===== src/rtl/pwrgate_pkg.sv =====
package pwrgate_pkg;

  localparam int MASK_W  = 16;
  localparam int SEC_RET = 11;
  localparam int SEC_LPM = 12;
  localparam int SEC_SCM = 13;
  localparam int SEC_BKP = 14;
  localparam int SEC_USB = 15;

  typedef enum logic [3:0] {
    FN_NONE, FN_WAKE, FN_RET, FN_LPM, FN_SCM, FN_BKP, FN_USB,
    FN_SECCFG, FN_PRIVCFG, FN_UNLKCFG
  } fn_e;

  typedef enum logic [2:0] {
    RD_ZERO, RD_FILE, RD_SEC, RD_PRIV, RD_UNLK
  } rdsel_e;

  typedef struct packed {
    logic   fwd;
    logic   deny;
    logic   wrSec;
    logic   wrSpriv;
    logic   wrNspriv;
    logic   wrUnlock;
    rdsel_e rdSel;
  } gate_strobe_t;

endpackage


===== src/rtl/pwrgate_ctrl.sv =====
module pwrgate_ctrl
  import pwrgate_pkg::*;
#(
  parameter int ADDR_W        = 8,
  parameter int N_WAKE        = 8,
  parameter int LPM_BASE      = 0,
  parameter int LPM_CNT       = 2,
  parameter int SCM_BASE      = 2,
  parameter int SCM_CNT       = 3,
  parameter int BKP_LOCK_ADDR = 5,
  parameter int BKP_STAT_ADDR = 6,
  parameter int USB_ADDR      = 7,
  parameter int RET_ADDR      = 8,
  parameter int WAKE_BASE     = 16,
  parameter int SEC_ADDR      = 32,
  parameter int PRIV_ADDR     = 33,
  parameter int UNLK_ADDR     = 34
) (
  input  logic              clk,
  input  logic              rstN,
  input  logic              reqValid,
  input  logic              reqWrite,
  input  logic [ADDR_W-1:0] reqAddr,
  input  logic              reqSecure,
  input  logic              reqPriv,
  input  logic [MASK_W-1:0] secMask,
  input  logic              sprivBit,
  input  logic              nsprivBit,
  input  logic              unlockBit,
  output gate_strobe_t      strobe
);

  int                addrInt;
  logic [N_WAKE-1:0] wakeHit;
  fn_e               fnSel;
  logic              secBit;
  logic              privBit;
  logic              secOk;
  logic              privOk;
  logic              lockHit;
  logic              allow;
  logic              isFile;
  logic              wakeSecure;

  always_comb addrInt = int'(reqAddr);

  for (genvar g = 0; g < N_WAKE; g++) begin : g_wake
    assign wakeHit[g] = (addrInt == WAKE_BASE + g);
  end

  assign wakeSecure = |(wakeHit & secMask[N_WAKE-1:0]);

  // function class decode and its secure-mask bit
  always_comb begin
    fnSel  = FN_NONE;
    secBit = 1'b0;
    if (addrInt >= LPM_BASE && addrInt < LPM_BASE + LPM_CNT) begin
      fnSel = FN_LPM;  secBit = secMask[SEC_LPM];
    end else if (addrInt >= SCM_BASE && addrInt < SCM_BASE + SCM_CNT) begin
      fnSel = FN_SCM;  secBit = secMask[SEC_SCM];
    end else if (addrInt == BKP_LOCK_ADDR || addrInt == BKP_STAT_ADDR) begin
      fnSel = FN_BKP;  secBit = secMask[SEC_BKP];
    end else if (addrInt == USB_ADDR) begin
      fnSel = FN_USB;  secBit = secMask[SEC_USB];
    end else if (addrInt == RET_ADDR) begin
      fnSel = FN_RET;  secBit = secMask[SEC_RET];
    end else if (|wakeHit) begin
      fnSel = FN_WAKE; secBit = wakeSecure;
    end else if (addrInt == SEC_ADDR) begin
      fnSel = FN_SECCFG;
    end else if (addrInt == PRIV_ADDR) begin
      fnSel = FN_PRIVCFG;
    end else if (addrInt == UNLK_ADDR) begin
      fnSel = FN_UNLKCFG; secBit = secMask[SEC_BKP];
    end
  end

  assign privBit = secBit ? sprivBit : nsprivBit;
  assign secOk   = !secBit || reqSecure;
  assign privOk  = !privBit || reqPriv;
  assign lockHit = reqWrite && (addrInt == BKP_LOCK_ADDR) && !unlockBit;
  assign isFile  = fnSel inside {FN_WAKE, FN_RET, FN_LPM, FN_SCM, FN_BKP, FN_USB};

  always_comb begin
    unique case (fnSel)
      FN_SECCFG:  allow = (!sprivBit || reqPriv) && (!reqWrite || reqSecure);
      FN_PRIVCFG: allow = !reqWrite || reqPriv;
      FN_UNLKCFG: allow = secOk && privOk;
      FN_NONE:    allow = 1'b0;
      default:    allow = secOk && privOk && !lockHit;
    endcase
  end

  always_comb begin
    strobe          = '0;
    strobe.rdSel    = RD_ZERO;
    strobe.deny     = reqValid && !allow;
    strobe.fwd      = reqValid && allow && isFile;
    if (reqValid && allow && reqWrite) begin
      strobe.wrSec    = (fnSel == FN_SECCFG);
      strobe.wrUnlock = (fnSel == FN_UNLKCFG);
      strobe.wrNspriv = (fnSel == FN_PRIVCFG);
      strobe.wrSpriv  = (fnSel == FN_PRIVCFG) && reqSecure;
    end
    if (reqValid && allow && !reqWrite) begin
      unique case (fnSel)
        FN_SECCFG:  strobe.rdSel = RD_SEC;
        FN_PRIVCFG: strobe.rdSel = RD_PRIV;
        FN_UNLKCFG: strobe.rdSel = RD_UNLK;
        default:    strobe.rdSel = RD_FILE;
      endcase
    end
  end

  // a locked backup write never reaches the register file
  p_bkp_lock_r3: assert property (@(posedge clk) disable iff (!rstN)
    (reqValid && reqWrite && addrInt == BKP_LOCK_ADDR && !unlockBit) |-> (!strobe.fwd && strobe.deny));

  // a non-secure request to a secured wakeup pin is refused
  p_wake_secure_r6: assert property (@(posedge clk) disable iff (!rstN)
    (reqValid && !reqSecure && wakeSecure) |-> !strobe.fwd);

  // unmapped requests are refused
  p_unmapped_r11: assert property (@(posedge clk) disable iff (!rstN)
    (reqValid && fnSel == FN_NONE) |-> strobe.deny);

  // privilege bit 0 changes only after a secure privileged write to the privilege word
  p_spriv_src_r8: assert property (@(posedge clk) disable iff (!rstN)
    !$stable(sprivBit) |-> $past(reqValid && reqWrite && reqSecure && reqPriv && addrInt == PRIV_ADDR));

endmodule


===== src/rtl/pwrgate_dpath.sv =====
module pwrgate_dpath
  import pwrgate_pkg::*;
#(
  parameter int DATA_W = 32,
  parameter int N_WAKE = 8
) (
  input  logic              clk,
  input  logic              rstN,
  input  gate_strobe_t      str,
  input  logic [MASK_W-1:0] wrData,
  input  logic [DATA_W-1:0] fileRdata,
  output logic [MASK_W-1:0] secMask,
  output logic              sprivBit,
  output logic              nsprivBit,
  output logic              unlockBit,
  output logic [DATA_W-1:0] rspRdata
);

  localparam logic [MASK_W-1:0] WAKE_BITS = MASK_W'((32'd1 << N_WAKE) - 32'd1);
  localparam logic [MASK_W-1:0] FN_BITS   = MASK_W'((32'd1 << SEC_RET) | (32'd1 << SEC_LPM) |
                                                    (32'd1 << SEC_SCM) | (32'd1 << SEC_BKP) |
                                                    (32'd1 << SEC_USB));
  localparam logic [MASK_W-1:0] SEC_WMASK = WAKE_BITS | FN_BITS;

  always_ff @(posedge clk or negedge rstN) begin
    if (!rstN) begin
      secMask   <= '0;
      sprivBit  <= 1'b0;
      nsprivBit <= 1'b0;
      unlockBit <= 1'b0;
    end else begin
      if (str.wrSec)    secMask   <= wrData & SEC_WMASK;
      if (str.wrSpriv)  sprivBit  <= wrData[0];
      if (str.wrNspriv) nsprivBit <= wrData[1];
      if (str.wrUnlock) unlockBit <= wrData[0];
    end
  end

  always_comb begin
    rspRdata = '0;
    unique case (str.rdSel)
      RD_FILE: rspRdata = fileRdata;
      RD_SEC:  rspRdata[MASK_W-1:0] = secMask;
      RD_PRIV: rspRdata[1:0] = {nsprivBit, sprivBit};
      RD_UNLK: rspRdata[0] = unlockBit;
      default: rspRdata = '0;
    endcase
  end

  // the secure mask holds unless a granted mask write was issued
  p_sec_hold_r7: assert property (@(posedge clk) disable iff (!rstN)
    !$past(str.wrSec) |-> $stable(secMask));

  // privilege bit 0 holds unless the secure privileged strobe fired
  p_spriv_hold_r8: assert property (@(posedge clk) disable iff (!rstN)
    !$past(str.wrSpriv) |-> $stable(sprivBit));

  // a refused access returns zero data
  p_deny_zero_r10: assert property (@(posedge clk) disable iff (!rstN)
    str.deny |-> (rspRdata == '0));

  // a forwarded request never selects a local word
  p_fwd_file_r2: assert property (@(posedge clk) disable iff (!rstN)
    str.fwd |-> (str.rdSel inside {RD_FILE, RD_ZERO}));

endmodule


===== src/rtl/pwr_access_filter.sv =====
module pwr_access_filter
  import pwrgate_pkg::*;
#(
  parameter int ADDR_W = 8,
  parameter int DATA_W = 32,
  parameter int N_WAKE = 8
) (
  input  logic              clk,
  input  logic              rstN,
  input  logic              reqValid,
  input  logic              reqWrite,
  input  logic [ADDR_W-1:0] reqAddr,
  input  logic [DATA_W-1:0] reqWdata,
  input  logic              reqSecure,
  input  logic              reqPriv,
  output logic [DATA_W-1:0] rspRdata,
  output logic              accErr,
  output logic              fileValid,
  output logic              fileWrite,
  output logic [ADDR_W-1:0] fileAddr,
  output logic [DATA_W-1:0] fileWdata,
  input  logic [DATA_W-1:0] fileRdata
);

  gate_strobe_t      strobe;
  logic [MASK_W-1:0] secMask;
  logic              sprivBit;
  logic              nsprivBit;
  logic              unlockBit;

  pwrgate_ctrl #(.ADDR_W(ADDR_W), .N_WAKE(N_WAKE)) u_ctrl (
    .clk       (clk),
    .rstN      (rstN),
    .reqValid  (reqValid),
    .reqWrite  (reqWrite),
    .reqAddr   (reqAddr),
    .reqSecure (reqSecure),
    .reqPriv   (reqPriv),
    .secMask   (secMask),
    .sprivBit  (sprivBit),
    .nsprivBit (nsprivBit),
    .unlockBit (unlockBit),
    .strobe    (strobe)
  );

  pwrgate_dpath #(.DATA_W(DATA_W), .N_WAKE(N_WAKE)) u_dpath (
    .clk       (clk),
    .rstN      (rstN),
    .str       (strobe),
    .wrData    (reqWdata[MASK_W-1:0]),
    .fileRdata (fileRdata),
    .secMask   (secMask),
    .sprivBit  (sprivBit),
    .nsprivBit (nsprivBit),
    .unlockBit (unlockBit),
    .rspRdata  (rspRdata)
  );

  assign fileValid = strobe.fwd;
  assign fileWrite = reqWrite;
  assign fileAddr  = reqAddr;
  assign fileWdata = reqWdata;
  assign accErr    = strobe.deny;

  // the error strobe only accompanies a request and never a forward
  p_err_req_r10: assert property (@(posedge clk) disable iff (!rstN)
    accErr |-> (reqValid && !fileValid));

endmodule


===== config.mk =====
export PLATFORM = sky130hd
export DESIGN_NAME = pwr_access_filter
export DESIGN_NICKNAME = d
export VERILOG_FILES = /design/src/rtl/pwrgate_pkg.sv /design/src/rtl/pwrgate_ctrl.sv /design/src/rtl/pwrgate_dpath.sv /design/src/rtl/pwr_access_filter.sv
export SDC_FILE = /design/constraint.sdc
export NUM_CORES = 1
export LEC_CHECK = 0
export BUFFER_PORTS_ARGS = -buffer_cell sky130_fd_sc_hd__buf_4
export CAP_MARGIN = 20
export CORE_MARGIN = 2
export CORE_UTILIZATION = 36
export DETAILED_ROUTE_END_ITERATION = 6
export GPL_ROUTABILITY_DRIVEN = 0
export PLACE_DENSITY = 0.87
export SLEW_MARGIN = 10
export SYNTH_ARGS = -nofsm -noshare
export SYNTH_HDL_FRONTEND = slang
export SYNTH_HIERARCHICAL = 1
export SYNTH_SLANG_ARGS = --single-unit

===== constraint.sdc =====
create_clock -name clk -period 3.5 [get_ports clk]
set_input_delay 0.525 -clock clk [delete_from_list [all_inputs] [get_ports clk]]
set_output_delay 0.525 -clock clk [all_outputs]
set_load 0.005 [all_outputs]

* Word level (Yosys, flattened, before mapping)
Index checks and enable logic that the tools add are counted.
** Word-level totals
- Bits in registers :: 16
- Output and inout port bits :: 75
- Logic and storage cells :: 94
** Cells by class
- Order comparisons :: 4
- Equality and inequality tests :: 28
- Multiplexer cells :: 27
- Bitwise gates (word level) :: 1
- Reductions and logical operators :: 30
** Operators by type and width (number)
- 8-bit by 6-bit == test with 1-bit output, second input constant :: 8
- 4-bit two-way mux :: 10
- 14-bit one-hot mux with 2 select lines :: 1
- 8-bit by 4-bit == test with 1-bit output, second input constant :: 3
- 8-bit by 7-bit == test with 1-bit output, second input constant :: 3
- 4-bit by 3-bit == test with 1-bit output, second input constant :: 4
- 16-bit two-way mux :: 1
- 8-bit OR reduction :: 2
- 1-bit logical AND :: 13
- 1-bit two-way mux :: 10
- 3-bit one-hot mux with 3 select lines :: 1
- 8-bit AND :: 1
- 4-bit by 2-bit == test with 1-bit output, second input constant :: 2
- 4-bit == test, second input constant :: 2
- 8-bit by 5-bit == test with 1-bit output, second input constant :: 1
- 8-bit by 1-bit >= comparator with 1-bit output, second input constant :: 1
- 8-bit by 2-bit >= comparator with 1-bit output, second input constant :: 1
- 8-bit by 2-bit < comparator with 1-bit output, second input constant :: 1
- 8-bit by 3-bit < comparator with 1-bit output, second input constant :: 1
- 1-bit one-hot mux with 4 select lines :: 2
- 1-bit logical NOT :: 7
- 3-bit by 2-bit == test with 1-bit output, second input constant :: 2
- 1-bit logical OR :: 6
- 6-bit nonzero test :: 1
- 6 further kinds :: 6

* Depth between registers and ports, before layout
- Depth after elaboration :: 21
- Mapped depth :: 13
- Mapped depth without buffers :: 9

* By module
The synthesis kept the hierarchy.
** By module, submodules not included
- pwrgate_dpath :: instances 1, cells an instance 82, area an instance 998.5 um2
- pwrgate_ctrl :: instances 1, cells an instance 85, area an instance 618.1 um2
- pwr_access_filter :: instances 1, cells an instance 41, area an instance 307.8 um2

* Worst setup path before layout
Ideal clock, no wire load.
- Path kind :: in2out
- Start :: in reqAddr[7]
- End :: out rspRdata[11]
- Arrival time :: 3149 ps
- Setup slack :: -174 ps
- Stages on the path :: 10
- Path buffers :: 1
- Path through :: or4b_1 or3_1 nor3_1 o21ai_1 a31oi_1 o21ai_1 nor3_1 nor3b_4 clkbuf_8 a22o_2
** RTL lines
- from (decl) :: line pwr_access_filter.sv:12 : input logic [ADDR_W-1:0] reqAddr,
- to (decl) :: line pwr_access_filter.sv:16 : output logic [DATA_W-1:0] rspRdata,

==> summary.md <==
| Metric | Value |
|---|---|
| Int Pwr | `0.000361 W` |
| Die span in y | `76.6 um` |
| Leakage | `1.40 nW` |
| DRT Wirelength | `6230 um` |
| TritonCTS Buffers | `3` |
| Clock sink total | `16` |
| Initial DRC Count | `145` |
| Outcome | `finished, violations left` |
| Crit path arrival time | `3090 ps` |
| Die area | `5870 um2` |
| Logic pwr share | `33.5%` |
| Area grow syn2layout | `53.7%` |
| Syn avg cell area | `9.30 um2` |
| Sequential Power Share | `38.7%` |
| # Max-Cap Violations | `0` |
| Clk pwr share | `27.8%` |
| NetSw | `0.000121 W` |
| Critical path capture point type | `output pin` |
| IO buf count | `114` |
| GRT met1 Usage | `28.1%` |
| Number of I/O pins | `153` |
| Crit-path max cell delay | `570 ps` |
| DRC viols | `0` |
| Max-slew headroom | `74.5%` |
| Non-filler cells in the finished layout | `371` |
| Setup violators final | `32` |
| Met2 GRT Util | `32.6%` |
| M3 GR Usage | `5.81%` |
| Period utilization | `103%` |
| Grt ovf | `0` |
| Worst-Margin Slew | `378 ps` |
| Buf+Inv Stages, Crit Path | `4` |
| # diodes | `0` |
| Filler cell count | `464` |
| Unrepaired setup endpoints after global routing | `yes` |
| Row count | `26` |
| Sum Neg Setup Slack | `-2380 ps` |
| CORE AREA | `5110 um2` |
| Syn Nets | `282` |
| Peak VDD IR | `0.174 mV` |
| Clk buf depth | `2` |
| CP Cell Sequence | `buf_4, or4b_4, or3_4, buf_4, or4_1, a21oi_4, nor3b_2, buf_6, a22o_2, buf_4` |
| Die Wd | `76.6 um` |
| Htree depth | `1` |
| Placed cell count | `365` |
| Nets | `381` |
| Post-route ant nets | `0` |
| DP HPWL | `4910 um` |
| Vias/cell | `5.10` |
| Synth warn | `6` |
| Synthesized area | `1900 um2` |
| CTS tree | `built` |
| Share of cells above drive strength 1 | `72.8%` |
| Power per Cell Area | `165 nW/um2` |
| Fmax | `0.276 GHz` |
| Critical Path Start Type | `input port` |
| Largest net degree at the start of global routing | `17` |
| Crit Path Class | `input port to output pin` |
| Worst hold path class | `input port to async pin` |
| WP data required | `2970 ps` |
| Fin worst setup slack | `-118 ps` |
| Top Usage Layer GRT | `met2` |
| Via count | `1,893` |
| Wire length of the first global-routing pass | `9980 um` |
| Clk_skew | `4.61 ps` |
| Most Frequent Cell on Critical Path | `buf_4` |
| Initial Util | `37.2%` |
| Hold_ws | `135 ps` |
| Max Fanout on Critical Path | `11` |
| Initial antenna violation count | `0` |
| Slew Viols, Final | `0` |
| Syn Inst Count | `204` |
| Switch share | `25.1%` |
| R2R Setup Slk | `580 ps` |
| Number of detailed-route iterations in the first pass | `4` |
| Minimum clock period | `3620 ps` |
| Failing checks | `setup timing` |
| CP delay by family, top | `simple AND/OR/NAND/NOR gates` |
| CTS Root Cell | `clkbuf_8` |
| Clock slew at reported path FFs | `60 ps` |
| Worst-skew pair later-pin latency | `240 ps` |
| Drt wl/cell | `16.8 um` |
| Slowest CP cell | `or4b_4` |
| Hold Fails Final Rpt | `0` |
| Global Route Usage Sum | `21.3%` |
| Vias in the first global route | `1,935` |
## power by group through the flow
stage	registers, W	logic [W]	clock network [W]
6_report	0.000187	0.000162	0.000134
5_1_grt	0.000187	0.000174	0.000151
4_1_cts	0.000187	0.000160	0.000137
3_5_place_dp	0.000190	0.000150	0
3_3_place_gp	0.000190	0.000148	0
2_1_floorplan	0.000190	0.0000775	0
## stage by stage
step                power (W)  worst slack [ps]  instance area [um2]  util [%]
floorplan            0.000267              11.9                 1920         -
finish               0.000482              -118                 2920      57.1
detailed placement   0.000340              -342                 2720      53.2
global placement     0.000337              -257                 2720      53.2
global route         0.000511              -288                 2920      57.1
CTS                  0.000484              -116                 2900      56.8
## path summary, 6_finish.rpt
check                                                      from                              end  depth (start not counted)
min in group clk                                    reqWdata[5]   u_dpath/secMask[5]$_DFFE_PN0P_                          2
worst min register to register  u_dpath/secMask[15]$_DFFE_PN0P_  u_dpath/secMask[15]$_DFFE_PN0P_                          1
max in group asynchronous                                  rstN   u_dpath/secMask[0]$_DFFE_PN0P_                          1
worst max-delay path                                 reqAddr[7]                     rspRdata[11]                         10
worst min-delay path                                       rstN  u_dpath/secMask[15]$_DFFE_PN0P_                          1
worst max register to register   u_dpath/secMask[1]$_DFFE_PN0P_     u_dpath/sprivBit$_DFFE_PN0P_                         10
## routing by layer
layer | wire (um) | vias up | part of all wire (%)
met5 | 0 | - | 0
met4 | 146 | 0 | 2.3
met3 | 627 | 18 | 10
met2 | 2800 | 106 | 45
met1 | 2650 | 861 | 43
li1 | - | 908 | -
## sequential cells by signal (all words and copies together) (netlist names)
register and count:
u_dpath/unlockBit 1, u_dpath/secMask 13, u_dpath/nsprivBit 1, u_dpath/sprivBit 1
## placed cells by master (no fill, tap or decap), types with 4 or more instances in the layout
cell type,count
nand2_1,4
mux2i_1,7
buf_4,140
and2_2,9
dfrtp_1,16
buf_6,6
nor2_1,4
mux2_2,17
and2_1,9
a22o_2,10
## cell type report
class                   instances  area (um2)  area share [%]
flip-flops and latches         16         400            13.7
clock buffers                   3        41.3            1.42
repair buffers                148        1150            39.5
inverters                       2        7.51           0.257
multi-input cells             132        1230            42.1
well taps                      70        87.6            3.00
## timing repair
item,in CTS,in global routing
endpoints found under the setup margin,32,32
hold buffers,0,0
buffers inserted,3,0
hold endpoints to repair,0,0
gates cloned,0,0
pin swaps,17,1
resized for setup,25,5
Note: power is estimated with default switching activity, not from simulation.
